--- config.mk ---
export PLATFORM = sky130hd
export DESIGN_NAME = plic_core
export DESIGN_NICKNAME = d
export VERILOG_FILES = /design/src/rtl/plic_core_pkg.sv /design/src/rtl/plic_gateway.sv /design/src/rtl/plic_target.sv /design/src/rtl/plic_core.sv
export SDC_FILE = /design/constraint.sdc
export NUM_CORES = 1
export LEC_CHECK = 0
export ABC_AREA = 1
export BUFFER_PORTS_ARGS = -buffer_cell sky130_fd_sc_hd__buf_2
export CORE_UTILIZATION = 40
export CTS_CLUSTER_SIZE = 14
export DETAILED_ROUTE_END_ITERATION = 7
export PLACE_DENSITY = 0.62
export SLEW_MARGIN = 10
export SYNTH_ARGS = -nofsm -noshare
export SYNTH_HDL_FRONTEND = slang
export SYNTH_SLANG_ARGS = --single-unit
--- constraint.sdc ---
create_clock -name clk -period 43.5 [get_ports clk]
set_input_delay 2.175 -clock clk [delete_from_list [all_inputs] [get_ports clk]]
set_output_delay 2.175 -clock clk [all_outputs]
set_load 0.05 [all_outputs]
--- src/rtl/plic_core_pkg.sv ---
package plic_core_pkg;
  localparam int ADDR_W = 22;
  localparam int DATA_W = 32;

  localparam int PRIO_STRIDE = 4;
  localparam int EN_BASE     = 32'h0000_2000;
  localparam int EN_STRIDE   = 32'h80;
  localparam int CTX_BASE    = 32'h0020_0000;
  localparam int CTX_STRIDE  = 32'h1000;
  localparam int THR_OFS     = 0;
  localparam int CLM_OFS     = 4;

  function automatic logic [ADDR_W-1:0] prio_addr(input int id);
    return ADDR_W'(id * PRIO_STRIDE);
  endfunction

  function automatic logic [ADDR_W-1:0] en_addr(input int ctx);
    return ADDR_W'(EN_BASE + ctx * EN_STRIDE);
  endfunction

  function automatic logic [ADDR_W-1:0] thr_addr(input int ctx);
    return ADDR_W'(CTX_BASE + ctx * CTX_STRIDE + THR_OFS);
  endfunction

  function automatic logic [ADDR_W-1:0] clm_addr(input int ctx);
    return ADDR_W'(CTX_BASE + ctx * CTX_STRIDE + CLM_OFS);
  endfunction
endpackage

--- src/rtl/plic_gateway.sv ---
// Per-source request latch: pending until claimed, then held off until completed.
module plic_gateway #(
  parameter int NUM_SRC = 31
) (
  input  logic             clk,
  input  logic             rst_n,
  input  logic [NUM_SRC:1] level_i,
  input  logic [NUM_SRC:1] claim_i,
  input  logic [NUM_SRC:1] complete_i,
  output logic [NUM_SRC:1] pending_o,
  output logic [NUM_SRC:1] claimed_o
);
  for (genvar i = 1; i <= NUM_SRC; i++) begin : g_src
    always_ff @(posedge clk) begin
      if (!rst_n) begin
        pending_o[i] <= 1'b0;
        claimed_o[i] <= 1'b0;
      end else if (claim_i[i]) begin
        pending_o[i] <= 1'b0;
        claimed_o[i] <= 1'b1;
      end else begin
        if (complete_i[i])
          claimed_o[i] <= 1'b0;
        if (level_i[i] && !claimed_o[i])
          pending_o[i] <= 1'b1;
      end
    end
  end
endmodule

--- src/rtl/plic_target.sv ---
// Per-context eligibility, best-source selection and registered interrupt line.
module plic_target #(
  parameter int NUM_SRC = 31,
  parameter int PRIO_W  = 3,
  parameter int ID_W    = 5
) (
  input  logic                      clk,
  input  logic                      rst_n,
  input  logic [NUM_SRC:1]          pending_i,
  input  logic [NUM_SRC:1]          enable_i,
  input  logic [NUM_SRC*PRIO_W-1:0] prio_i,
  input  logic [PRIO_W-1:0]         thr_i,
  output logic [ID_W-1:0]           win_id_o,
  output logic                      irq_o
);
  logic [NUM_SRC:1]  elig;
  logic [PRIO_W-1:0] best_p;

  always_comb begin
    for (int i = 1; i <= NUM_SRC; i++)
      elig[i] = pending_i[i] && enable_i[i] &&
                (prio_i[(i-1)*PRIO_W +: PRIO_W] > thr_i);
  end

  // Ascending scan with a strict compare keeps the lowest number on ties.
  always_comb begin
    best_p   = '0;
    win_id_o = '0;
    for (int i = 1; i <= NUM_SRC; i++) begin
      if (elig[i] && (prio_i[(i-1)*PRIO_W +: PRIO_W] > best_p)) begin
        best_p   = prio_i[(i-1)*PRIO_W +: PRIO_W];
        win_id_o = ID_W'(i);
      end
    end
  end

  always_ff @(posedge clk) begin
    if (!rst_n) irq_o <= 1'b0;
    else        irq_o <= |elig;
  end
endmodule

--- src/rtl/plic_core.sv ---
module plic_core
  import plic_core_pkg::*;
#(
  parameter int NUM_SRC = 31,
  parameter int NUM_CTX = 2,
  parameter int PRIO_W  = 3
) (
  input  logic               clk,
  input  logic               rst_n,
  input  logic [NUM_SRC:1]   src_irq_i,
  input  logic [ADDR_W-1:0]  bus_addr_i,
  input  logic               bus_re_i,
  input  logic               bus_we_i,
  input  logic [DATA_W-1:0]  bus_wdata_i,
  output logic [DATA_W-1:0]  bus_rdata_o,
  output logic [NUM_CTX-1:0] irq_o
);
  localparam int ID_W = $clog2(NUM_SRC + 1);

  logic [NUM_SRC*PRIO_W-1:0] prio_flat;
  logic [NUM_SRC:1]          en_q [NUM_CTX];
  logic [PRIO_W-1:0]         thr_q [NUM_CTX];
  logic [ID_W-1:0]           win_id [NUM_CTX];
  logic [NUM_SRC:1]          pending, claimed;
  logic [NUM_SRC:1]          claim_vec, cmpl_vec;
  logic [NUM_CTX-1:0]        claim_stb;
  logic [DATA_W-1:0]         rd_val;

  // Priority registers
  for (genvar i = 1; i <= NUM_SRC; i++) begin : g_prio
    always_ff @(posedge clk) begin
      if (!rst_n)
        prio_flat[(i-1)*PRIO_W +: PRIO_W] <= '0;
      else if (bus_we_i && bus_addr_i == prio_addr(i))
        prio_flat[(i-1)*PRIO_W +: PRIO_W] <= bus_wdata_i[PRIO_W-1:0];
    end
  end

  // Per-context enable and threshold, plus the target logic
  for (genvar c = 0; c < NUM_CTX; c++) begin : g_ctx
    always_ff @(posedge clk) begin
      if (!rst_n) begin
        en_q[c]  <= '0;
        thr_q[c] <= '0;
      end else if (bus_we_i) begin
        if (bus_addr_i == en_addr(c))  en_q[c]  <= bus_wdata_i[NUM_SRC:1];
        if (bus_addr_i == thr_addr(c)) thr_q[c] <= bus_wdata_i[PRIO_W-1:0];
      end
    end

    plic_target #(
      .NUM_SRC(NUM_SRC), .PRIO_W(PRIO_W), .ID_W(ID_W)
    ) u_target (
      .clk      (clk),
      .rst_n    (rst_n),
      .pending_i(pending),
      .enable_i (en_q[c]),
      .prio_i   (prio_flat),
      .thr_i    (thr_q[c]),
      .win_id_o (win_id[c]),
      .irq_o    (irq_o[c])
    );
  end

  // Claim and completion decode; lower context index takes a source first.
  always_comb begin
    claim_vec = '0;
    cmpl_vec  = '0;
    claim_stb = '0;
    for (int c = 0; c < NUM_CTX; c++) begin
      if (bus_re_i && bus_addr_i == clm_addr(c)) begin
        claim_stb[c] = 1'b1;
        for (int i = 1; i <= NUM_SRC; i++)
          if (win_id[c] == ID_W'(i) && !claim_vec[i]) claim_vec[i] = 1'b1;
      end
      if (bus_we_i && bus_addr_i == clm_addr(c)) begin
        for (int i = 1; i <= NUM_SRC; i++)
          if (bus_wdata_i == DATA_W'(i) && claimed[i] && en_q[c][i])
            cmpl_vec[i] = 1'b1;
      end
    end
  end

  plic_gateway #(.NUM_SRC(NUM_SRC)) u_gateway (
    .clk       (clk),
    .rst_n     (rst_n),
    .level_i   (src_irq_i),
    .claim_i   (claim_vec),
    .complete_i(cmpl_vec),
    .pending_o (pending),
    .claimed_o (claimed)
  );

  // Read mux, registered on the read strobe
  always_comb begin
    rd_val = '0;
    for (int i = 1; i <= NUM_SRC; i++)
      if (bus_addr_i == prio_addr(i))
        rd_val[PRIO_W-1:0] = prio_flat[(i-1)*PRIO_W +: PRIO_W];
    for (int c = 0; c < NUM_CTX; c++) begin
      if (bus_addr_i == en_addr(c))  rd_val[NUM_SRC:1]  = en_q[c];
      if (bus_addr_i == thr_addr(c)) rd_val[PRIO_W-1:0] = thr_q[c];
      if (claim_stb[c])              rd_val[ID_W-1:0]   = win_id[c];
    end
  end

  always_ff @(posedge clk) begin
    if (!rst_n)        bus_rdata_o <= '0;
    else if (bus_re_i) bus_rdata_o <= rd_val;
  end
endmodule

# After elaboration in Yosys (flattened, before gate mapping)
# Memories as Yosys holds them, arrays and structs flattened.
# Index checks and enable logic that the tools add are counted.
[totals]
ff_bits = 189
input_bits = 89
n_memories = 2
wordCells = 1230
mem_bits_rw = 68
output_inout_bits = 34
[mem_list]
columns = ["memory", "words", "word_bits", "rd", "rd_ports_with_merged_regs", "wr", "line_no", "rtl"]
rows = [
  ["en_q", 2, 31, 2, 0, 2, "plic_core.sv:21", "logic [NUM_SRC:1] en_q [NUM_CTX];"],
  ["thr_q", 2, 3, 2, 0, 2, "plic_core.sv:22", "logic [PRIO_W-1:0] thr_q [NUM_CTX];"],
]
[op_classes]
n_eq_ne = 130
magnitude_cmp = 123
bitwise_logic = 5
n_mux = 372
reduce_logical = 502
[op_table]
columns = ["op", "count"]
rows = [
  ["32-bit by 5-bit == test with 1-bit output, second input constant", 16],
  ["1-bit logical AND", 376],
  ["3-bit greater-than comparator", 122],
  ["22-bit by 7-bit == test with 1-bit output, second input constant", 16],
  ["3-bit two-way mux", 103],
  ["32-bit by 4-bit == test with 1-bit output, second input constant", 8],
  ["31-bit two-way mux", 8],
  ["1-bit two-way mux", 207],
  ["22-bit by 6-bit == test with 1-bit output, second input constant", 8],
  ["5-bit two-way mux", 34],
  ["5-bit == test, second input constant", 32],
  ["32-bit by 3-bit == test with 1-bit output, second input constant", 4],
  ["22-bit == test, second input constant", 4],
  ["22-bit by 5-bit == test with 1-bit output, second input constant", 4],
  ["5-bit by 4-bit == test with 1-bit output, second input constant", 16],
  ["32-bit by 2-bit == test with 1-bit output, second input constant", 2],
  ["4-bit two-way mux", 16],
  ["1-bit zero test", 62],
  ["2-bit nonzero test", 31],
  ["2-bit OR reduction", 31],
  ["31-bit OR reduction", 2],
  ["22-bit by 14-bit == test with 1-bit output, second input constant", 2],
  ["22-bit by 4-bit == test with 1-bit output, second input constant", 2],
  ["5-bit by 3-bit == test with 1-bit output, second input constant", 8],
  ["other kinds (8)", 18],
]

# Longest topological paths before layout
# An unclocked memory read counts as a cell.
[logic_depth]
depth_word = 103
mapped_depth = 259
ltp_nobuf = 257

# By module
# A second synthesis with hierarchy kept.
[hier_totals]
cells_unflattened = 3562
area_unflattened_um2 = 24156.9
[by_module_without_submodules]
columns = ["module", "instances", "cells_each", "seq_area_each_um2", "area_each_um2"]
rows = [
  ["plic_core", 1, 1375, 4544.4, 10053.4],
  ["plic_target (g_ctx[0].u_target)", 1, 925, 20.0, 5868.1],
  ["plic_target (g_ctx[1].u_target)", 1, 914, 20.0, 5674.2],
  ["plic_gateway", 1, 348, 1241.2, 2561.2],
]

# Least setup slack after synthesis
# No wires, ideal clock.
[synth_path]
kind = "reg2reg"
startpoint = "memory thr_q[0][2]"
endpoint = "register u_gateway.claimed_o[12] (netlist bit)"
setup_ns = 0.056
stages_incl_launch_ff = 208
n_path_buf = 0
synth_period_minus_slack_ns = 33.373
slack_ns = 10.127
t_required_ns = 43.444
arrival_time_ns = 33.317
path_cell_list = "edfxtp_1 inv_1 ha_1 nand3_1 nand4_1 inv_1 nand2_1 ha_1 nand2_1 o21ai_0 nand3_1 o21ai_0 inv_1 ha_1 nand2_1 o21ai_0 nand3_1 o21ai_0 (+172 left out) nand2_1 o21ai_0 ha_1 nand2_1 nor2_1 a211oi_1 nor2_1 nand2_1 inv_1 nor2_1 inv_1 nor4_1 nand2_1 nor2_1 inv_1 o211ai_1 nand2_1 inv_1"
[synth_lines]
columns = ["element", "line_no", "rtl"]
rows = [
  ["start, declared", "plic_core.sv:22", ""],
  ["end signal, assigned by index", "plic_gateway.sv:17", "claimed_o[i] <= 1'b0;"],
  ["end signal, assigned by index", "plic_gateway.sv:20", "claimed_o[i] <= 1'b1;"],
  ["end signal, assigned by index", "plic_gateway.sv:23", "claimed_o[i] <= 1'b0;"],
  ["end, declared", "plic_gateway.sv:11", "output logic [NUM_SRC:1] claimed_o"],
]

==> impl_metrics.toml <==
[hold_path]
holdPathEnd = "bus_rdata_o[12]"
hp-start = "bus_rdata_o[12]"
hold_class = "reg2reg"
hold_depth = 2

[logic_synthesis]
synth_top_family_by_area = "simple AND/OR/NAND/NOR gates"
muxShareOfSynthArea = 0
synth_nets = 3882
synthArstFlopShare = 0
syn_area_um2 = 24100
synth_compound_area_frac = 0.186
synth-xor-area-share = 0
syn_inst = 3505
seq_area_frac_synth = 0.241
synth_edf_count = 68
synth-simple-area-share = 0.327
synth_warnings = 0
synthAdderAreaFrac = 0.150
synth.distinct_cells = 58
ys_ff_latch = 257
synth_ff_type = "dfxtp_1"
avgSynthCellArea_um2 = 6.89

[route]
ant_nets = 0
drt_iter0_drc = 2164
top_layer = "met5"
vias = 25221
drt-met1-wl_mm = 40.5
routed_wl_mm = 91.5
vias_per_cell = 5.70
wl_per_cell_um = 20.7
drc = 6
wl_met3_mm = 7.63
dr.pass1.iters = 8
wl_met2_mm = 39.4

[place]
dp_hpwl_mm = 71.5
port-buffer-count = 122
post-place-cells = 4363
gp_congestion = 0.997

[clock_tree]
htree_levels = 1
cts-root-buf = "clkbuf_16"
hold_buffers = 0
clock_latency_ps = 620
clk_path_buf_depth = 3
tritoncts = "built"
post-cts-setup-buffers = 0
cts_buffers = 31
clock-sinks = 257
clk_pin_slew_ps = 60
cts-resized-gates = 0

[critical_path]
critPathTopFamily = "compound AO/OA/AOI/OAI gates"
crit_top_cell = "o21ai_0"
r2r-start = "thr_q[0][1]"
cp.required_ps = 44050
crit_slowest_cell = "buf_4"
r2r_end = "u_gateway.claimed_o[4]"
path_class = "reg2reg"
crit_buf_inv = 16
reg2regPathDepth = 209
cp_max_fo = 31
r2r_setup_slack_ps = 4950
crit_path_end_kind = "flip-flop"
critPathArrivalTime_ps = 39100
slowest_delay_ps = 510
worstSetupStartpointType = "flip-flop"

[power]
p_per_area_nw_per_um2 = 22.3
leakage_nw = 12.5
p_total_uw = 596
peakVddDrop_mv = 0.0289

[timing]
finalSetupViolations = 0
slew_violations = 0
rsz0062_at_grt = "no"
finalCriticalPeriod_ps = 38550
hold_viol = 0
slew_headroom = 0.183
clock_skew_ps = 14.7
tightest_slew_ps = 1210
setup_tns_ps = 0
fmax_mhz = 25.9
post-route-period-util = 0.886

[floorplan]
num_rows = 89
die_w_um = 248
start_util = 0.407
coreArea_um2 = 59400
ios = 123
die_h_um = 248
die_area_um2 = 61300

[final_layout]
most-common-layout-cells = "560 x nand2_1, 520 x inv_1, 420 x nor2_1"
areaGrowthSynthToFinish_pct = 10.7
finalNonFillerCells = 4424
finalNetCount = 4000
final_common_cell = "nand2_1"
drive_gt1_frac = 0.117
nFillCells = 6211

[global_routing]
grt_max_degree = 80
grt_usage = 0.295
overflow = 0
first_global_vias = 22728
grt_pass1_wl_mm = 138
antenna_found_initial = 4

[run_status]
violations = "DRC"
outcome = "finished with violations"

[flow_run]
max_cap_violations = 0
cell usage after synthesis (all sizes together), types with 35 or more instances:
cell | instances | area [um^2]
o22ai | 36 | 225
nand3 | 321 | 1800
nand2 | 658 | 2820
a21oi | 128 | 652
clkbuf | 53 | 199
nor4 | 35 | 225
o21ai | 231 | 1170
nor3 | 39 | 211
o221ai | 43 | 383
o211ai | 66 | 495
ha | 288 | 3600
inv | 528 | 1980
a211oi | 111 | 833
nor2 | 469 | 1980
nand4 | 119 | 784
dfxtp | 189 | 3780
edfxtp | 68 | 2040
power by group:
part           leakage [nW]  total, mW  switching (mW)  internal, mW
sequential             2.18      0.261         0.00937         0.252
combinational          9.76     0.0580          0.0423        0.0158
clock                 0.520      0.277           0.120         0.158
total                  12.5      0.596           0.171         0.425
flip-flops by register name, summed over array words and instances (netlist names):
name / flops
bus_rdata_o: 32
en_q: 62
g_ctx.u_target.irq_o: 2
prio_flat: 93
thr_q: 6
u_gateway.claimed_o: 31
u_gateway.pending_o: 31
tightest hold or removal path, cell delays in order (launching register included):
cell,delay [ps]
dfxtp_1,320
o211ai_1,80
inv_1,50
area by class of cell:
cell class              count  area (um^2)  area share
multi-input cells        2647        16000       0.599
flip-flops and latches    257         5830       0.218
inverters                 533         2000      0.0749
well taps                 773          967      0.0362
clock buffers              42          900      0.0337
repair buffers            153          846      0.0317
clock inverters            16          159     0.00595
diodes                      3         7.51    0.000281
worst max-delay path by stage:
stage,start,endpoint,slack [ps],depth (start not counted)
after floorplan,thr_q[0][2],u_gateway.claimed_o[12],10130,207
after global placement,thr_q[0][1],u_gateway.pending_o[4],6470,208
after detailed placement,thr_q[0][1],u_gateway.pending_o[4],5530,208
after CTS,thr_q[0][1],u_gateway.claimed_o[4],5430,209
after global routing,thr_q[0][1],u_gateway.claimed_o[22],560,211
final,thr_q[0][1],u_gateway.claimed_o[4],4950,209
metal layers:
metal | global-route usage | vias to the layer above
li1 | - | 12450
met1 | 0.404 | 11658
met2 | 0.457 | 947
met3 | 0.0474 | 164
met4 | 0.120 | 2
met5 | 0 | -
cell families (layout without fill, tap and decap cells):
family,Yosys count,count (layout)
fa+ha+maj,289,289
other cells,0,3
buf+inv,601,744
flops,257,257
simple gates,1651,1651
compound gates,707,707
stage by stage:
stage / area (um^2) / hold WS, ps / setup WS, ps / utilization
4_1_cts: 26700 / 480 / 5430 / 0.450
2_1_floorplan: 24100 / 471 / 10130 / -
6_report: 26700 / 478 / 4950 / 0.450
3_3_place_gp: 25700 / 461 / 6470 / 0.432
3_5_place_dp: 25700 / 462 / 5530 / 0.432
5_1_grt: 26700 / 499 / 564 / 0.450
No activity file was read; power rests on OpenSTA's default activity.
